## config.mk

```make
export PLATFORM = sky130hd
export DESIGN_NAME = edge_irq_port
export DESIGN_NICKNAME = d
export VERILOG_FILES = /design/src/rtl/edge_irq_pkg.sv /design/src/rtl/edge_irq_sync.sv /design/src/rtl/edge_irq_detect.sv /design/src/rtl/edge_irq_regs.sv /design/src/rtl/edge_irq_reduce.sv /design/src/rtl/edge_irq_port.sv
export SDC_FILE = /design/constraint.sdc
export NUM_CORES = 1
export LEC_CHECK = 0
export BUFFER_PORTS_ARGS = -buffer_cell sky130_fd_sc_hd__buf_2
export CAP_MARGIN = 10
export CORE_MARGIN = 2
export CORE_UTILIZATION = 50
export CTS_CLUSTER_DIAMETER = 30
export CTS_CLUSTER_SIZE = 14
export DETAILED_ROUTE_END_ITERATION = 12
export GPL_ROUTABILITY_DRIVEN = 0
export PLACE_DENSITY = 0.84
export SLEW_MARGIN = 10
export SYNTH_ARGS = -nofsm -noshare
export SYNTH_HDL_FRONTEND = slang
export SYNTH_SLANG_ARGS = --single-unit
export TNS_END_PERCENT = 50
```

## constraint.sdc

```tcl
create_clock -name clk_i -period 2.54 [get_ports clk_i]
set_clock_uncertainty 0.15 [all_clocks]
set_input_delay 0.127 -clock clk_i [delete_from_list [all_inputs] [get_ports clk_i]]
set_output_delay 0.127 -clock clk_i [all_outputs]
set_load 0.05 [all_outputs]
```

## src/rtl/edge_irq_pkg.sv

```systemverilog
package edge_irq_pkg;
  localparam int unsigned ADDR_W = 2;

  typedef enum logic [ADDR_W-1:0] {
    REG_POL  = 2'd0,
    REG_EN   = 2'd1,
    REG_FLAG = 2'd2,
    REG_NONE = 2'd3
  } reg_sel_e;
endpackage

```

## src/rtl/edge_irq_sync.sv

```systemverilog
module edge_irq_sync #(
  parameter int unsigned WIDTH  = 8,
  parameter int unsigned STAGES = 2
) (
  input  logic             clk_i,
  input  logic             rst_ni,
  input  logic [WIDTH-1:0] async_i,
  output logic [WIDTH-1:0] sync_o
);
  logic [STAGES-1:0][WIDTH-1:0] stage_q;

  for (genvar s = 0; s < STAGES; s++) begin : g_stage
    if (s == 0) begin : g_first
      always_ff @(posedge clk_i or negedge rst_ni) begin
        if (!rst_ni) stage_q[0] <= '0;
        else         stage_q[0] <= async_i;
      end
    end else begin : g_next
      always_ff @(posedge clk_i or negedge rst_ni) begin
        if (!rst_ni) stage_q[s] <= '0;
        else         stage_q[s] <= stage_q[s-1];
      end
    end
  end

  assign sync_o = stage_q[STAGES-1];
endmodule

```

## src/rtl/edge_irq_detect.sv

```systemverilog
module edge_irq_detect #(
  parameter int unsigned WIDTH = 8
) (
  input  logic             clk_i,
  input  logic             rst_ni,
  input  logic [WIDTH-1:0] sync_i,
  input  logic [WIDTH-1:0] pol_i,
  output logic [WIDTH-1:0] hit_o
);
  logic [WIDTH-1:0] prev_q;

  always_ff @(posedge clk_i or negedge rst_ni) begin
    if (!rst_ni) prev_q <= '0;
    else         prev_q <= sync_i;
  end

  // only input transitions count; polarity alone never produces a hit
  for (genvar i = 0; i < WIDTH; i++) begin : g_pin
    logic rise, fall;
    assign rise     = sync_i[i] & ~prev_q[i];
    assign fall     = ~sync_i[i] & prev_q[i];
    assign hit_o[i] = pol_i[i] ? rise : fall;
  end
endmodule

```

## src/rtl/edge_irq_regs.sv

```systemverilog
module edge_irq_regs
  import edge_irq_pkg::*;
#(
  parameter int unsigned WIDTH = 8
) (
  input  logic              clk_i,
  input  logic              rst_ni,
  input  logic              wr_en_i,
  input  logic [ADDR_W-1:0] addr_i,
  input  logic [WIDTH-1:0]  wdata_i,
  input  logic [WIDTH-1:0]  hit_i,
  output logic [WIDTH-1:0]  pol_o,
  output logic [WIDTH-1:0]  en_o,
  output logic [WIDTH-1:0]  flag_o,
  output logic [WIDTH-1:0]  clr_o,
  output logic [WIDTH-1:0]  rdata_o
);
  reg_sel_e         sel;
  logic [WIDTH-1:0] pol_q, en_q, flag_q, flag_d;

  assign sel = reg_sel_e'(addr_i);

  always_ff @(posedge clk_i or negedge rst_ni) begin
    if (!rst_ni) begin
      pol_q <= '0;
      en_q  <= '0;
    end else if (wr_en_i) begin
      if (sel == REG_POL) pol_q <= wdata_i;
      if (sel == REG_EN)  en_q  <= wdata_i;
    end
  end

  assign clr_o = (wr_en_i && sel == REG_FLAG) ? wdata_i : '0;

  // set dominates clear
  assign flag_d = (flag_q & ~clr_o) | hit_i;

  always_ff @(posedge clk_i or negedge rst_ni) begin
    if (!rst_ni) flag_q <= '0;
    else         flag_q <= flag_d;
  end

  always_comb begin
    unique case (sel)
      REG_POL:  rdata_o = pol_q;
      REG_EN:   rdata_o = en_q;
      REG_FLAG: rdata_o = flag_q;
      default:  rdata_o = '0;
    endcase
  end

  assign pol_o  = pol_q;
  assign en_o   = en_q;
  assign flag_o = flag_q;
endmodule

```

## src/rtl/edge_irq_reduce.sv

```systemverilog
module edge_irq_reduce #(
  parameter int unsigned WIDTH = 8
) (
  input  logic             clk_i,
  input  logic             rst_ni,
  input  logic [WIDTH-1:0] flag_i,
  input  logic [WIDTH-1:0] en_i,
  output logic             irq_o
);
  logic irq_q;

  always_ff @(posedge clk_i or negedge rst_ni) begin
    if (!rst_ni) irq_q <= 1'b0;
    else         irq_q <= |(flag_i & en_i);
  end

  assign irq_o = irq_q;
endmodule

```

## src/rtl/edge_irq_port.sv

```systemverilog
module edge_irq_port
  import edge_irq_pkg::*;
#(
  parameter int unsigned N_PINS      = 8,
  parameter int unsigned SYNC_STAGES = 2
) (
  input  logic              clk_i,
  input  logic              rst_ni,
  input  logic [N_PINS-1:0] pin_i,
  input  logic              wr_en_i,
  input  logic [ADDR_W-1:0] addr_i,
  input  logic [N_PINS-1:0] wdata_i,
  output logic [N_PINS-1:0] rdata_o,
  output logic              irq_o,
  output logic [N_PINS-1:0] pull_up_o,
  output logic [N_PINS-1:0] pull_dn_o
);
  logic [N_PINS-1:0] sync_q, hit, pol, en, flag, clr_mask;

  edge_irq_sync #(.WIDTH(N_PINS), .STAGES(SYNC_STAGES)) u_sync (
    .clk_i(clk_i), .rst_ni(rst_ni), .async_i(pin_i), .sync_o(sync_q)
  );

  edge_irq_detect #(.WIDTH(N_PINS)) u_detect (
    .clk_i(clk_i), .rst_ni(rst_ni), .sync_i(sync_q), .pol_i(pol), .hit_o(hit)
  );

  edge_irq_regs #(.WIDTH(N_PINS)) u_regs (
    .clk_i(clk_i), .rst_ni(rst_ni), .wr_en_i(wr_en_i), .addr_i(addr_i),
    .wdata_i(wdata_i), .hit_i(hit), .pol_o(pol), .en_o(en), .flag_o(flag),
    .clr_o(clr_mask), .rdata_o(rdata_o)
  );

  edge_irq_reduce #(.WIDTH(N_PINS)) u_reduce (
    .clk_i(clk_i), .rst_ni(rst_ni), .flag_i(flag), .en_i(en), .irq_o(irq_o)
  );

  // pull device follows the idle level implied by the active edge
  assign pull_dn_o = pol;
  assign pull_up_o = ~pol;
endmodule

```

Word level (Yosys, flattened, before mapping)
Cells that the tools add are included.

storage, ports and cells
  register bits = 49
  latch bits = 0
  bits in writable memories = 0
  bits in read-only memories = 0
  bits of input ports = 21
  output and inout bits = 25
  word-level logic and storage cells = 61
  memories kept = 0

cells by class
  $add $sub $neg = 0
  $mul = 0
  div/mod/pow operators = 0
  $lt $le $gt $ge = 0
  equal/unequal tests = 2
  shifts and indexed selects = 0
  mux-type cells = 10
  bitwise logic cells = 37
  reductions and logical operators = 5

operator list
  kind                number
  $pmux 8 s3          1
  $and 1x1->1         16
  $and 8x8->8         2
  $not 1->1           16
  $not 8->8           2
  $mux 1              8
  $mux 8              1
  $or 8x8->8          1
  $reduce_or 8->1     1
  $reduce_and 2->1    2
  $eq 2x1->1 const B  1
  $eq 2x2->1 const B  1
  $logic_not 2->1     1
  $logic_and 1x1->1   1

Logic depth before layout (Yosys ltp)
  depth after elaboration = 6
  mapped depth = 4
  mapped depth without buffers = 2

By module
Synthesis repeated with hierarchy kept, for this count alone.

second synthesis, totals
  cell total of the unflattened synthesis = 159
  area, all modules = 2094.5 um^2

modules (own cells, without submodules)
  module           times used  cells an instance  area each (um^2)  sequential area each (um^2)
  edge_irq_regs    1           89                 1166.1            600.6
  edge_irq_sync    1           24                 460.4             400.4
  edge_irq_detect  1           32                 376.6             200.2
  edge_irq_reduce  1           6                  61.3              25.0
  edge_irq_port    1           8                  30.0              0.0

Worst setup path after synthesis
No wires, ideal clock.

  path kind = reg-to-output
  from = reg u_regs.pol_q[0], in the netlist u_regs.pol_o[0]
  to = out rdata_o[0]
  arrival time = 1587 ps
  data required time = 2263 ps
  slack = 676 ps
  stages on the path, launching flop included = 3
  path buffers = 0
  cells stage by stage = dfrtp_1 -> mux2i_1 -> o2bb2ai_1

between the ends
  word-level cells in the longest chain between the ends = 1

ends and longest elaborated chain
  item                    line                 text
  from (decl)             edge_irq_regs.sv:19  logic [WIDTH-1:0] pol_q, en_q, flag_q, flag_d;
  from (signal assigned)  edge_irq_regs.sv:28  if (sel == REG_POL) pol_q <= wdata_i;
  $pmux 8 s3              edge_irq_regs.sv:44  unique case (sel)
  to (decl)               edge_irq_port.sv:13  output logic [N_PINS-1:0] rdata_o,

No other way between the ends.

Final worst setup path
  from = in addr_i[1]
  to = out rdata_o[5]

between the ends
  word-level cells in the longest chain between the ends = 2
  elaborated cells between the ends (all ways) = 4
  classes of those cells = eq/ne: 2; mux: 1; reduce/logical: 1

ends and longest elaborated chain
  item                                line                 text
  from (decl)                         edge_irq_port.sv:11  input logic [ADDR_W-1:0] addr_i,
  $eq 2x2->1 (tied with other cells)  edge_irq_regs.sv:44
  $pmux 8 s3 *                        edge_irq_regs.sv:44

Mark *: on every way between the ends. The rest lies on a longest branch, timed or not.

==> out/results.ini <==
[layout]
utilization_pct=66.2
synthToLayoutAreaGrowth_pct=25.6
num-nets-final=220
stdcell_area_mm2=0.00246
num-fill-cells=285
n_antenna_cell=0
drive_gt1_share_pct=35.2

[synthesis]
synth.net_count=156
ys_seq_area_share_pct=62.6
synth_top_area_share_pct=62.6
synth_compound_area_share_pct=9.20
synthTopCellsByArea=dfrtp_1 63%, mux2_2 9.2%, a221o_1 4.1%
ys_ff_latch=49
yosysTopAreaCell=dfrtp_1
async_flop_share_pct=100
synthCells=135
synth_top_family_by_area=multiplexers
post_synth_mux_area_share_pct=13.3
yosys.area_share.simple_pct=10.9
synth-edff-count=0
synth-adder-area-share_pct=0
synth.distinct_cells=18
synth_xor_area_share_pct=0
synth_commonest_cells=49 x dfrtp_1, 16 x mux2_2
synth_warnings=0
syn_area_per_cell_um2=14.5
syn_area_mm2=0.00196
ys.flop_type=dfrtp_1
yosysMostFrequentCell=dfrtp_1

[global_routing]
grt_pass1_vias=1283
grt_max_degree=26
track_usage_pct=19.4
grt_pass1_wl_um=6240
overflow=0
antenna_found_initial=0

[die]
fp.dieArea_mm2=0.00443
core_mm2=0.00372
ioPinCount=46
row_count=22
dieHeight_um=66.6
die_w_um=66.6
initial_core_util_pct=52.7

[clock_tree]
numCtsBuffers=5
cts_buffer_depth=2
clkTransAtPathRegs_ns=0.08
cts_root_buf=clkbuf_8
cts_tree=done
h-tree-depth=2
cts_resized=0
cts_sinks=49
clk-insertion-delay-late_ns=0.30
cts_setup_buffers=0

[worst_setup_path]
timing.rr.end=u_regs.flag_o[7]
worst_ep_arrival_time_ns=1.58
end_kind=primary output
crit_path_start_kind=primary input
crit_type=primary input to primary output
crit_required_ns=2.26
startpoint=addr_i[1]
r2r-start=u_regs.pol_o[7]
cp_max_fo=19
reg2reg_depth=2
r2r_slack_ns=1.35

[worst_hold_path]
hp-class=primary input to flip-flop
worst_hold_path.endpoint=u_regs.flag_o[6]
min_path_cells=3
hold_start=wr_en_i

[pwr]
cellPowerDensity_mw_per_mm2=794
comb_power_share_pct=28.5
intPower_mw=1.27
p_leak_nw=1.14
p_sw_share_pct=35.3
switchingPower_mw=0.689
ir_drop_mv=0.576
p_seq_share_pct=48.7
clkPwrFrac_pct=22.8

[drt]
wire_per_inst_um=15.6
vias=1319
drc=0
dr.pass1.iters=4
via_per_inst=5.34
drtAntennaViolNets=0
drt_first_iter_violations=79
routed_wl_um=3860

[sta]
max_freq_mhz=538
whs_ns=0.137
drv_slew=0
setup_tns_ns=0
slew_headroom_pct=54.4
tightest_slew_ns=0.683
period_share_pct=73.1
hold_viol_final=0
period_needed_ns=1.86
finalSetupViolCount=0
rsz0062_at_grt=false

[run]
maxCapViolCount=0

[place]
io_buffers=45
dp.final_hpwl_um=2630
postPlaceCellArea_mm2=0.00220

[outcome]
status=complete, no violations

[critical path: stages]
cell       delay [ns]
buf_2            0.32
nor2b_1          0.62
o2bb2ai_1        0.21
buf_2            0.30
[metrics by stage]
stage                     power, mW  setup slack [ns]  std cells
after CTS                      1.97             0.705        247
after global placement         1.49             0.756        223
after detailed placement       1.51             0.714        223
after global routing           2.05             0.630        247
after floorplan                1.36             0.676        135
final                          1.95             0.682        247
[layout make-up]
class / count / area, um2 / area share (%)
well taps: 48 / 60.1 / 2.44
inverters: 8 / 30.0 / 1.22
clock buffers: 7 / 86.3 / 3.51
repair buffers: 63 / 403 / 16.4
multi-input cells: 72 / 654 / 26.6
flip-flops and latches: 49 / 1230 / 49.8
[routing by layer]
layer,global-route usage [%],vias up,wire length (um)
met4,8.42,0,61
met1,26.5,645,1780
met2,30.1,43,1830
li1,-,625,-
met3,4.05,6,176
met5,0,-,0
[logic make-up after synthesis]
group	after synthesis
and+or+nand+nor	28
muxes	24
buffers and inverters	14
AOI/OAI and AO/OA	20
DFF	49
[flip-flops by register name, indices dropped and copies added (netlist names)]
| signal | cells |
|---|---|
| u_regs.en_o | 8 |
| u_reduce.irq_o | 1 |
| u_regs.flag_o | 8 |
| u_regs.pol_o | 8 |
| u_detect.prev_q | 8 |
| u_sync.stage_q | 8 |
| u_sync.sync_o | 8 |
[how the worst max path moves through the flow]
stage / slack (ns) / cells past startpoint / endpoint
floorplan: 0.68 / 2 / rdata_o[0]
global placement: 0.76 / 4 / rdata_o[1]
detailed placement: 0.71 / 4 / rdata_o[5]
CTS: 0.71 / 4 / rdata_o[5]
global route: 0.63 / 4 / rdata_o[1]
finish: 0.68 / 4 / rdata_o[5]
[power by group through the flow]
stage                     sequential (mW)  clock (mW)  combinational (mW)
after floorplan                      1.03           0               0.326
after global placement              0.957           0               0.528
after detailed placement            0.967           0               0.539
after CTS                           0.951       0.457               0.560
after global routing                0.966       0.491               0.590
final                               0.952       0.445               0.557
[what timing repair did]
action / 4_1_cts / 5_1_grt
endpoints found under the hold margin: 48 / 0
setup endpoints to repair: 0 / 0
hold buffers: 17 / 0
[cell usage in the layout (no fill, tap or decap), types with 6 or more instances in the layout]
cell	synthesis	final
a221o_1	8	8
and3b_1	7	7
buf_2	2	45
clkbuf_8	0	6
dfrtp_1	49	49
dlygate4sd3_1	0	17
inv_1	8	8
mux2_2	16	16
mux2i_1	8	8
nand4b_1	8	8
nor2_1	7	7
o2bb2ai_1	8	8
No activity file was read; power rests on OpenSTA's default activity.
